==> config.mk <==
export PLATFORM = sky130hd
export DESIGN_NAME = spi_fifo_master
export DESIGN_NICKNAME = d
export VERILOG_FILES = /design/src/rtl/spi_fifo_pkg.sv /design/src/rtl/spi_word_fifo.sv /design/src/rtl/spi_baud_tick.sv /design/src/rtl/spi_shift_engine.sv /design/src/rtl/spi_fifo_master.sv
export SDC_FILE = /design/constraint.sdc
export NUM_CORES = 1
export LEC_CHECK = 0
export BUFFER_PORTS_ARGS = -buffer_cell sky130_fd_sc_hd__buf_2
export CORE_MARGIN = 2
export CORE_UTILIZATION = 48
export DETAILED_ROUTE_END_ITERATION = 12
export PLACE_DENSITY = 0.6
export SLEW_MARGIN = 5
export SYNTH_ARGS = -nofsm -noshare
export SYNTH_HDL_FRONTEND = slang
export SYNTH_SLANG_ARGS = --single-unit
export TNS_END_PERCENT = 20
==> constraint.sdc <==
create_clock -name clk -period 3.55 [get_ports clk]
set_input_delay 0.5325 -clock clk [delete_from_list [all_inputs] [get_ports clk]]
set_output_delay 0.5325 -clock clk [all_outputs]
set_load 0.1 [all_outputs]
==> src/rtl/spi_fifo_pkg.sv <==
package spi_fifo_pkg;

  typedef enum logic [1:0] {
    ENG_IDLE  = 2'd0,
    ENG_SHIFT = 2'd1,
    ENG_TRAIL = 2'd2
  } eng_state_t;

  // A word of (bits_m1+1) bits spans 2*(bits_m1+1) clock edges.
  function automatic logic final_edge(input int unsigned edge_no,
                                      input int unsigned bits_m1);
    return edge_no == (2 * bits_m1 + 1);
  endfunction

  // MISO capture happens on the edge parity equal to the phase setting.
  function automatic logic capture_edge(input logic edge_lsb, input logic cpha);
    return edge_lsb == cpha;
  endfunction

endpackage

==> src/rtl/spi_word_fifo.sv <==
module spi_word_fifo #(
  parameter int W     = 16,
  parameter int DEPTH = 16
) (
  input  logic                       clk,
  input  logic                       rst_n,
  input  logic                       push,
  input  logic [W-1:0]               din,
  input  logic                       pop,
  output logic [W-1:0]               dout,
  output logic [$clog2(DEPTH):0]     count
);
  localparam int AW = $clog2(DEPTH);
  localparam logic [AW:0] FULL_CNT = (AW+1)'(DEPTH);

  logic [W-1:0]  mem [DEPTH];
  logic [AW-1:0] wp, rp;
  logic          do_pop, do_push;

  assign do_pop  = pop && (count != '0);
  assign do_push = push && ((count != FULL_CNT) || do_pop);
  assign dout    = mem[rp];

  always_ff @(posedge clk) begin
    if (do_push) mem[wp] <= din;
  end

  always_ff @(posedge clk or negedge rst_n) begin
    if (!rst_n) begin
      wp    <= '0;
      rp    <= '0;
      count <= '0;
    end else begin
      if (do_push) wp <= wp + 1'b1;
      if (do_pop)  rp <= rp + 1'b1;
      case ({do_push, do_pop})
        2'b10:   count <= count + 1'b1;
        2'b01:   count <= count - 1'b1;
        default: count <= count;
      endcase
    end
  end
endmodule

==> src/rtl/spi_baud_tick.sv <==
module spi_baud_tick #(
  parameter int DIVW = 8
) (
  input  logic            clk,
  input  logic            rst_n,
  input  logic            run,
  input  logic [DIVW-1:0] div,
  output logic            tick
);
  logic [DIVW-1:0] cnt;

  assign tick = run && (cnt == div);

  always_ff @(posedge clk or negedge rst_n) begin
    if (!rst_n)                cnt <= '0;
    else if (!run || tick)     cnt <= '0;
    else                       cnt <= cnt + 1'b1;
  end
endmodule

==> src/rtl/spi_shift_engine.sv <==
module spi_shift_engine
  import spi_fifo_pkg::*;
#(
  parameter int MAXW = 16,
  parameter int LW   = $clog2(MAXW)
) (
  input  logic            clk,
  input  logic            rst_n,
  input  logic            tick,
  input  logic            cpha,
  input  logic [LW-1:0]   bits_m1,
  input  logic            tx_avail,
  input  logic [MAXW-1:0] tx_word,
  input  logic            miso,
  output logic            tx_pop,
  output logic            rx_push,
  output logic [MAXW-1:0] rx_word,
  output logic            sclk_ph,
  output logic            mosi,
  output logic            busy,
  output logic            sh_edge
);
  eng_state_t      state;
  logic [MAXW-1:0] txw, rxw;
  logic [LW-1:0]   bit_idx;
  logic [LW:0]     edge_no;
  logic            is_last, is_cap, is_adv, load;

  assign sh_edge = (state == ENG_SHIFT) && tick;
  assign is_last = sh_edge && final_edge(int'(edge_no), int'(bits_m1));
  assign is_cap  = sh_edge && capture_edge(edge_no[0], cpha);
  assign is_adv  = sh_edge && !is_cap && !is_last && (edge_no != '0);
  assign load    = ((state == ENG_IDLE) || is_last) && tx_avail;

  assign tx_pop  = load;
  assign rx_push = is_last;
  assign rx_word = is_cap ? {rxw[MAXW-2:0], miso} : rxw;
  assign busy    = (state != ENG_IDLE);
  assign mosi    = (state == ENG_SHIFT) ? txw[bit_idx] : 1'b0;

  always_ff @(posedge clk or negedge rst_n) begin
    if (!rst_n) begin
      state   <= ENG_IDLE;
      txw     <= '0;
      rxw     <= '0;
      bit_idx <= '0;
      edge_no <= '0;
      sclk_ph <= 1'b0;
    end else begin
      if (sh_edge) sclk_ph <= ~sclk_ph;
      if (is_cap)  rxw <= {rxw[MAXW-2:0], miso};
      if (is_adv)  bit_idx <= bit_idx - 1'b1;
      if (sh_edge && !is_last) edge_no <= edge_no + 1'b1;
      if (is_last && !tx_avail) state <= ENG_TRAIL;
      if ((state == ENG_TRAIL) && tick) state <= ENG_IDLE;
      if (load) begin
        state   <= ENG_SHIFT;
        txw     <= tx_word;
        rxw     <= '0;
        bit_idx <= bits_m1;
        edge_no <= '0;
      end
    end
  end
endmodule

==> src/rtl/spi_fifo_master.sv <==
module spi_fifo_master #(
  parameter int DEPTH = 16,
  parameter int MAXW  = 16,
  parameter int DIVW  = 8,
  parameter int LW    = $clog2(MAXW),
  parameter int CW    = $clog2(DEPTH) + 1
) (
  input  logic            clk,
  input  logic            rst_n,
  input  logic [LW-1:0]   cfg_bits_m1,
  input  logic            cfg_cpol,
  input  logic            cfg_cpha,
  input  logic [DIVW-1:0] cfg_div,
  input  logic            tx_wr,
  input  logic [MAXW-1:0] tx_data,
  output logic [CW-1:0]   tx_level,
  output logic            tx_full,
  input  logic            rx_rd,
  output logic [MAXW-1:0] rx_data,
  output logic            rx_empty,
  output logic            rx_ovf,
  output logic            sclk,
  output logic            mosi,
  input  logic            miso,
  output logic            cs_n
);
  localparam logic [CW-1:0] FULL_CNT = CW'(DEPTH);

  logic [CW-1:0]   rx_count;
  logic [MAXW-1:0] tx_head, rx_word;
  logic            tx_pop, rx_push, tick, busy, sh_edge, sclk_ph, rx_full;

  spi_word_fifo #(.W(MAXW), .DEPTH(DEPTH)) u_txq (
    .clk(clk), .rst_n(rst_n), .push(tx_wr), .din(tx_data),
    .pop(tx_pop), .dout(tx_head), .count(tx_level));

  spi_word_fifo #(.W(MAXW), .DEPTH(DEPTH)) u_rxq (
    .clk(clk), .rst_n(rst_n), .push(rx_push), .din(rx_word),
    .pop(rx_rd), .dout(rx_data), .count(rx_count));

  spi_baud_tick #(.DIVW(DIVW)) u_baud (
    .clk(clk), .rst_n(rst_n), .run(busy), .div(cfg_div), .tick(tick));

  spi_shift_engine #(.MAXW(MAXW), .LW(LW)) u_eng (
    .clk(clk), .rst_n(rst_n), .tick(tick), .cpha(cfg_cpha),
    .bits_m1(cfg_bits_m1), .tx_avail(tx_level != '0), .tx_word(tx_head),
    .miso(miso), .tx_pop(tx_pop), .rx_push(rx_push), .rx_word(rx_word),
    .sclk_ph(sclk_ph), .mosi(mosi), .busy(busy), .sh_edge(sh_edge));

  assign tx_full  = (tx_level == FULL_CNT);
  assign rx_full  = (rx_count == FULL_CNT);
  assign rx_empty = (rx_count == '0);
  assign cs_n     = ~busy;
  assign sclk     = sclk_ph ^ cfg_cpol;

  always_ff @(posedge clk or negedge rst_n) begin
    if (!rst_n)                          rx_ovf <= 1'b0;
    else if (rx_push && rx_full && !rx_rd) rx_ovf <= 1'b1;
  end
endmodule

==> metrics.cfg, run 1 <==
[timing]
setup_viol=0
report.final.hold_viol_count=0
worst_pin_slew_ns=1.03
period_share_pct=95.4
fin_tns_setup_ns=0
skew_ns=0.0273
slew-limit-headroom_pct=31.5
finalCriticalPeriod_ns=3.39
max_freq_mhz=295
grt_setup_unrepaired=no
maxSlewViolCount=0

[hold_path]
min_path_type=primary input to async pin

[floorplan]
fp.dieW_um=226
start_util_pct=48.5
dieHeight_um=226
coreArea_um2=48700
die-area_um2=51000
io_pins=62
row_count=81

[clock_network]
tritoncts=yes
hold_buffers=0
path_clk_slew_ns=0.06
cts.sinks=591
clockBufferDepth=3
clock_latency_ns=0.61
numCtsBuffers=59
root_buffer=clkbuf_16
ctsHtreeMaxLevel=2

[pwr]
vdd_drop_max_uv=446
power_density_nw_per_um2=694
p_leak_nw=9.37

[synth]
synth_top_family_by_area=multiplexers
postSynthNetCount=1188
synth_flop_cell=edfxtp_1
synthAdderAreaFrac_pct=1.14
synth_warnings=0
syn_area_per_cell_um2=20.9
yosysSeqAreaShare_pct=73.4
synth_xor_area_share_pct=1.82
ys_types=55
yosys.area_share.simple_pct=3.36
async_flop_share_pct=13.4
synthMuxAreaShare_pct=17.5
synth_edf_count=512
synth-compound-area-share_pct=1.30
netlist_area_um2=23600
synth_cells=1132
ys_ff_latch=591

[worst_setup_path]
slowest_delay_ns=0.65
critPathBufInv=1
cp-end-kind=output pin
path_cells=mux4_2, mux4_2, and2_1, buf_2
cp.required_ns=3.02
crit_type=flip-flop to output pin
start_kind=flip-flop
cp_max_fo=8
critPathSlowestCell=dfrtp_1
cp_top_family=multiplexers
worstPathArrival_ns=2.85
path_common_cell=mux4_2

[routing]
drtPass1Iterations=5
vias=10857
routedWlPerCell_um=24.3
drc=0
vias_per_cell=5.51
drt_iter0_drc=814
drt-total-wl_um=48000
ant_nets=0

[finish]
drive_above_1_share_pct=32.9
fin_util_pct=55.5
layout.cells.non_filler=1972
syn_to_final_growth_pct=14.5
fin_area_um2=27000
antenna_cells=0
final_net_count=1315

[placed_design]
portBuffers=61
hpwlAfterDp_um=28300
gp_congestion=0.766
place_area_um2=25100
numPlacedInstances=1860

[global_route]
grt_first_pass_wirelength_um=73600
grt_use_met1_pct=26.6
first_global_vias=11650
grt_overflow=0
top_usage_layer=met2
grt_max_degree=70
track_usage_pct=19.8
grtUsageMet3_pct=3.02
antenna_found_initial=3
grtUsageMet2_pct=33.7

[status]
outcome=finished clean

[run]
maxCapViolCount=0

==> metrics by stage <==
step | setup slack, ns | hold WS, ns | power [mW]
floorplan | -0.0287 | 0.237 | 11.9
CTS | 0.0269 | 0.0904 | 19.0
detailed placement | 0.202 | 0.492 | 13.0
global route | 0.0658 | 0.136 | 19.6
finish | 0.165 | 0.0776 | 18.8
global placement | 0.271 | 0.483 | 12.9
==> power breakdown <==
| part | switching (mW) | total (mW) | internal [mW] | leakage, nW |
|---|---|---|---|---|
| registers | 0.453 | 8.47 | 8.01 | 5.81 |
| clock network | 2.57 | 6.00 | 3.43 | 0.944 |
| logic | 2.69 | 4.31 | 1.62 | 2.61 |
==> registers in the layout, indices dropped and copies added, names as in the netlist, 4 cells and up <==
register and count:
u_baud.cnt 8, u_eng.bit_idx 4, u_eng.edge_no 5, u_eng.rxw 16, u_eng.txw 16, u_rxq.count 5, u_rxq.mem 256, u_rxq.rp 4
u_rxq.wp 4, u_txq.count 5, u_txq.mem 256, u_txq.rp 4, u_txq.wp 4
==> synth_stat cells, types with 3 or more instances <==
library cell	instances	area [um^2]
edfxtp_1	512	15400
clkbuf_1	23	86.3
a21oi_1	8	40.0
o22ai_1	3	18.8
and2_1	33	206
buf_2	13	65.1
buf_6	5	56.3
ha_1	20	250
xor2_1	23	201
dfrtp_1	79	1980
nand2_1	31	116
nor2_1	36	135
mux2_2	23	259
a21o_1	5	37.5
nor3_1	11	55.1
o211ai_1	5	37.5
and3_1	5	31.3
nand2b_1	3	18.8
buf_1	9	33.8
xnor2_1	26	228
nand4_1	8	50.1
buf_4	4	30.0
nand3_1	6	30.0
or4_1	3	22.5
mux2_1	12	135
o21ai_0	8	40.0
mux4_2	165	3720
o21ai_1	4	20.0
inv_1	17	63.8
==> path summary, 6_finish.rpt <==
check / from / to / slack (ns) / cells past startpoint
min in group clk: cfg_bits_m1[1] / u_eng.bit_idx[1] / 0.21 / 3
worst max-delay path: u_eng.bit_idx[0] / mosi / 0.16 / 4
max in group asynchronous: rst_n / u_eng.rxw[9] / 2.70 / 2
worst max register to register: u_baud.cnt[2] / u_txq.count[4] / 0.40 / 13
worst min-delay path: rst_n / u_txq.count[1] / 0.08 / 1
worst min register to register: u_eng.sclk_ph / u_eng.sclk_ph / 0.50 / 1
==> routing by layer <==
metal,up-vias,wire [um]
met3,71,1730
met2,179,24600
met4,6,1150
met1,5743,20500
met5,-,37
li1,4858,-
==> cell families after synthesis <==
group	count (synthesis)
DFF	591
muxes	202
and+or+nand+nor	150
buffers and inverters	73
xor gates and xnor gates	49
AOI/OAI and AO/OA	46
adders and majority gates	21
==> placed cells by master (no fill, tap or decap), types with 7 or more instances in the layout <==
cell,synthesis,routed
clkinv_2,0,16
clkbuf_16,0,62
buf_2,13,60
buf_12,0,11
nor2_1,36,22
inv_1,17,17
nor3_1,11,7
edfxtp_1,512,512
buf_4,4,50
mux2_1,12,12
nand4_1,8,8
nor2_2,1,14
o21ai_0,8,8
xnor2_1,26,26
clkinv_1,1,17
and2_1,33,33
xor2_1,23,23
ha_1,20,20
a21oi_1,8,8
dfrtp_1,79,75
nand2_1,31,31
mux4_2,165,165
mux2_2,23,23
==> repair_timing <==
action,in CTS,in global routing
setup endpoints to repair,4,3
resized for setup,0,1
buffers inserted,2,0
pin swaps,0,0
==> area by class of cell <==
type	count	area (um^2)
inverters	18	67.6
clock buffers	69	1600
well taps	664	831
multi-input cells	468	6000
flip-flops and latches	591	17400
fillers	3665	21700
repair buffers	121	896
clock inverters	41	293
Note: power is estimated with default switching activity, not from simulation.
==> run 2: changes to the inputs <==
--- a/config.mk
+++ b/config.mk
@@ -8,6 +8,7 @@
 export BUFFER_PORTS_ARGS = -buffer_cell sky130_fd_sc_hd__buf_2
 export CORE_MARGIN = 2
 export CORE_UTILIZATION = 48
+export CTS_BUF_LIST = sky130_fd_sc_hd__clkbuf_16
 export DETAILED_ROUTE_END_ITERATION = 12
 export PLACE_DENSITY = 0.6
 export SLEW_MARGIN = 5
==> run 2 against run 1 <==
Via count is 0.70% higher; global-route usage hardly changed; sequential share of layout area hardly changed; fmax is 0.35% higher; non-clock buffer count stayed put; core utilization hardly changed; hold slack better by 0.0040 ns; clock skew hardly changed; power is 0.31% lower.
==> metrics.cfg, run 2 (same netlist as run 1, synthesis figures left out) <==
[status]
outcome=finished clean

[routing]
drtPass1Iterations=5
drt_iter0_drc=744
drt-total-wl_um=48100
vias_per_cell=5.54
ant_nets=0
routedWlPerCell_um=24.4
vias=10933
drc=0

[timing]
skew_ns=0.0273
setup_viol=0
maxSlewViolCount=0
grt_setup_unrepaired=no
worst_pin_slew_ns=1.04
period_share_pct=95.0
max_freq_mhz=296
whs_ns=0.0815
report.final.hold_viol_count=0
fin_tns_setup_ns=0
setup_ws_ns=0.176
slew-limit-headroom_pct=31.0
finalCriticalPeriod_ns=3.37

[global_route]
track_usage_pct=19.8
grt_first_pass_wirelength_um=73600
grt_overflow=0
first_global_vias=11650
grt_max_degree=70
antenna_found_initial=3

[floorplan]
start_util_pct=48.5
coreArea_um2=48700
dieHeight_um=226
io_pins=62
die-area_um2=51000
fp.dieW_um=226
row_count=81

[worst_setup_path]
worstPathArrival_ns=2.84
crit_path_start=u_eng.bit_idx[0]
cp-end-kind=output pin
start_kind=flip-flop
r2r_end=u_txq.count[4]
timing.rr.start=u_baud.cnt[2]
slowest_delay_ns=0.64
path_cells=mux4_2, mux4_2, and2_1, buf_2
rr_worst_depth=13
cp_max_fo=8
crit_type=flip-flop to output pin
cp-endpoint=mosi
critPathSlowestCell=dfrtp_1
cp.required_ns=3.02
path_common_cell=mux4_2
reg2reg_slack_ns=0.39

[finish]
antenna_cells=0
drive_above_1_share_pct=32.7
most-common-layout-cells=edfxtp_1, mux4_2, dfrtp_1
top_regs=u_rxq.mem x256, u_txq.mem x256
syn_to_final_growth_pct=14.4
final_common_cell=edfxtp_1
layout.cells.non_filler=1972
final_net_count=1315

[clock_network]
ctsHtreeMaxLevel=2
path_clk_slew_ns=0.06
root_buffer=clkbuf_16
clock_latency_ns=0.61
numCtsBuffers=59
tritoncts=yes
clockBufferDepth=3
cts.sinks=591
hold_buffers=0

[placed_design]
place_ws_ns=0.202
numPlacedInstances=1860
portBuffers=61
gp_congestion=0.766
hpwlAfterDp_um=28300

[pwr]
p_leak_nw=9.37
vdd_drop_max_uv=446
power_density_nw_per_um2=693
power_mw=18.7

[run]
maxCapViolCount=0

[hold_path]
min_path_type=primary input to async pin

run 2: worst max-delay path: cells and delay by family (launching register included):
| family | cells | cell delay (ns) |
|---|---|---|
| buf+inv | 1 | 0.29 |
| flops | 1 | 0.64 |
| mux | 2 | 1.14 |
| simple gates | 1 | 0.18 |
run 2: what timing repair did:
| item | 4_1_cts | 5_1_grt |
|---|---|---|
| setup endpoints to repair | 4 | 3 |
| pin swaps | 0 | 0 |
| buffers inserted | 2 | 0 |
| resized for setup | 0 | 1 |
| endpoints found under the hold margin | 0 | 0 |
run 2: routing by layer:
layer	vias to the layer above	track usage (%)	part of all wire [%]
li1	4861	-	-
met1	5792	26.5	43
met2	201	33.7	51
met3	73	3.03	3.6
met4	6	6.00	2.4
met5	-	0	0.077
run 2: layout make-up:
class | instances | area, um^2
clock buffers | 62 | 1550
repair buffers | 121 | 896
well taps | 664 | 831
multi-input cells | 468 | 6000
inverters | 18 | 67.6
fillers | 3666 | 21700
flip-flops and latches | 591 | 17400
clock inverters | 48 | 319
run 2: power breakdown:
group,total [mW],internal (mW),leakage [nW],switching (mW)
clock,5.94,3.37,0.954,2.57
combinational,4.31,1.62,2.61,2.69
sequential,8.47,8.01,5.81,0.454
total,18.7,13.0,9.37,5.71
run 2: worst min path at each step:
stage,end,slack (ns),depth (start not counted)
after floorplan,rx_ovf,0.24,0
after global placement,u_eng.txw[2],0.48,1
after detailed placement,u_eng.txw[14],0.49,1
after CTS,u_txq.count[1],0.09,1
after global routing,u_txq.count[1],0.14,1
final,u_txq.count[1],0.08,1
run 2: per-stage QoR:
step	util (%)	instance area, um^2
after floorplan	-	23600
after global placement	51.6	25100
after detailed placement	51.6	25100
after CTS	55.4	27000
after global routing	55.4	27000
final	55.4	27000
==> run 3: changes to the inputs <==
--- a/config.mk
+++ b/config.mk
@@ -5,6 +5,7 @@
 export SDC_FILE = /design/constraint.sdc
 export NUM_CORES = 1
 export LEC_CHECK = 0
+export ABC_AREA = 1
 export BUFFER_PORTS_ARGS = -buffer_cell sky130_fd_sc_hd__buf_2
 export CORE_MARGIN = 2
 export CORE_UTILIZATION = 48
==> run 3 against run 2 <==
Via count rose by 38%; power rose by 18%; routed wire length rose by 20%; combinational power rose by 77%; clock skew fell by 0.0099 ns; sequential power rose by 2%; cell count rose by 34%; sequential cell count did not move.
==> metrics.cfg, run 3 <==
[worst_setup_path]
cp.required_ns=3.02
cp_max_fo=64
cp-end-kind=output pin
start_kind=flip-flop
worstPathArrival_ns=2.81
reg2reg_slack_ns=0.71
crit_type=flip-flop to output pin

[routing]
vias_per_cell=5.70
drtPass1Iterations=6
drc=0
drt_iter0_drc=1511
vias=15092
ant_nets=0
drt-total-wl_um=57500
routedWlPerCell_um=21.7

[synth]
synth_warnings=0
yosys.area.top_type=edfxtp_1
synth_edf_count=512
netlist_area_um2=24000
syn_area_per_cell_um2=13.0
yosysSeqAreaShare_pct=72.3
synth_cells=1841
synth_common_cells=edfxtp_1, nor2_1, o21ai_0
postSynthNetCount=1897
async_flop_share_pct=13.4
ys_ff_latch=591
ys_top_cells_by_area=edfxtp_1, dfrtp_1, nor2_1
synth.most_common_cell=edfxtp_1
ys_types=44
synth_top_area_share_pct=64.1
synth_flop_cell=edfxtp_1

[finish]
most-common-layout-cells=edfxtp_1, nor2_1, o21ai_0
fin_util_pct=56.0
syn_to_final_growth_pct=14.8
seqCellArea_um2=17400
drive_above_1_share_pct=14.1
final_net_count=1986
top_regs=u_rxq.mem x256, u_txq.mem x256
fillers=4026
multi_input_area_um2=6000
final_common_cell=edfxtp_1

[timing]
maxSlewViolCount=0
report.final.hold_viol_count=0
slew-limit-headroom_pct=27.6
skew_ns=0.0174
whs_ns=0.0159
worst_pin_slew_ns=1.08
fin_tns_setup_ns=0
finalCriticalPeriod_ns=3.35
max_freq_mhz=299
period_share_pct=94.2
setup_viol=0
setup_ws_ns=0.204
grt_setup_unrepaired=no

[clock_network]
clockBufferDepth=3
path_clk_slew_ns=0.06
tritoncts=yes
root_buffer=clkbuf_16
clock_latency_ns=0.63
ctsHtreeMaxLevel=2
numCtsBuffers=60
cts.sinks=591

[floorplan]
io_pins=62
fp.dieW_um=228
coreArea_um2=49200
row_count=81
start_util_pct=48.8
dieHeight_um=228
die-area_um2=51800

[placed_design]
portBuffers=61
gp_congestion=0.844
place_ws_ns=0.529
hpwlAfterDp_um=33500

[pwr]
vdd_drop_max_uv=574
power_density_nw_per_um2=804
p_leak_nw=9.59

[run]
maxCapViolCount=0

[global_route]
grt_overflow=0
grt_first_pass_wirelength_um=88100
grt_max_degree=88
first_global_vias=14734
antenna_found_initial=7
track_usage_pct=22.6

[hold_path]
min_path_type=primary input to async pin

[status]
outcome=finished clean

-- run 3: cell types whose count changed in the layout (fill, tap and decap cells not counted), moves of 25 or more --
cell / previous run / this run
nand3_1: 6 / 40
nor2_1: 22 / 270
o21ai_0: 8 / 218
o221ai_1: 1 / 96
mux2i_1: 2 / 48
mux4_2: 165 / 0
nand2_1: 31 / 139
nor2_2: 14 / 39
inv_1: 22 / 86
o211ai_1: 5 / 34
-- run 3: metrics by stage --
stage | total power [mW] | instances | cell area [um^2]
floorplan | 13.8 | 1841 | 24000
global route | 23.1 | 2648 | 27500
global placement | 16.3 | 2532 | 25700
finish | 22.1 | 2650 | 27500
detailed placement | 16.4 | 2532 | 25700
CTS | 22.3 | 2646 | 27500
-- run 3: layout make-up --
type	count	area share, %
antenna	4	0.0364
inverter	83	1.15
multi-input combinational	1060	21.8
clock buffer	61	5.54
sequential	591	63.1
tap	664	3.02
clock inverter	53	1.10
timing repair buffer	134	4.30
-- run 3: critical path, cell delays in order, from the launching register on --
cell	delay (ns)
dfrtp_4	0.88
buf_4	0.42
o21ai_0	0.14
o221ai_1	0.24
nand3_1	0.11
nand2_1	0.16
buf_12	0.19
-- run 3: final timing paths --
kind,from,to,cells after the start
min in group clk,miso,u_eng.rxw[0],3
hold reg to reg,u_baud.cnt[0],u_baud.cnt[0],1
max in group asynchronous,rst_n,u_eng.rxw[4],2
hold / removal,rst_n,u_baud.cnt[4],1
setup reg to reg,u_eng.edge_no[3],u_rxq.count[4],18
setup / recovery,u_rxq.rp[1],rx_data[10],6
-- run 3: cells by family (layout without fill, tap and decap cells) --
group           Yosys count  count (layout)  synth area share, %
compound gates          431             431                 11.4
other cells               0               4                    0
xor+xnor                 24              24                0.876
buf+inv                 190             331                 3.04
fa+ha+maj                21              21                 1.13
simple gates            536             536                 9.26
mux                      48              48                 2.00
flops                   591             591                 72.3
-- run 3: metal layers --
layer	share of wire, %	vias up	global-route usage [%]
li1	-	6999	-
met1	43	7539	30.6
met2	48	436	37.3
met3	5.7	114	3.68
met4	2.7	4	7.40
met5	0.040	-	0
-- run 3: what timing repair did --
action | 4_1_cts | 5_1_grt
buffers inserted | 0 | 0
setup endpoints to repair | 0 | 1
hold buffers | 0 | 0
resized for setup | 0 | 1
-- run 3: where the power goes --
group          switching, mW  internal (mW)
Sequential             0.506           8.13
Clock                   2.64           3.25
Combinational           5.31           2.31
Total                   8.45           13.7
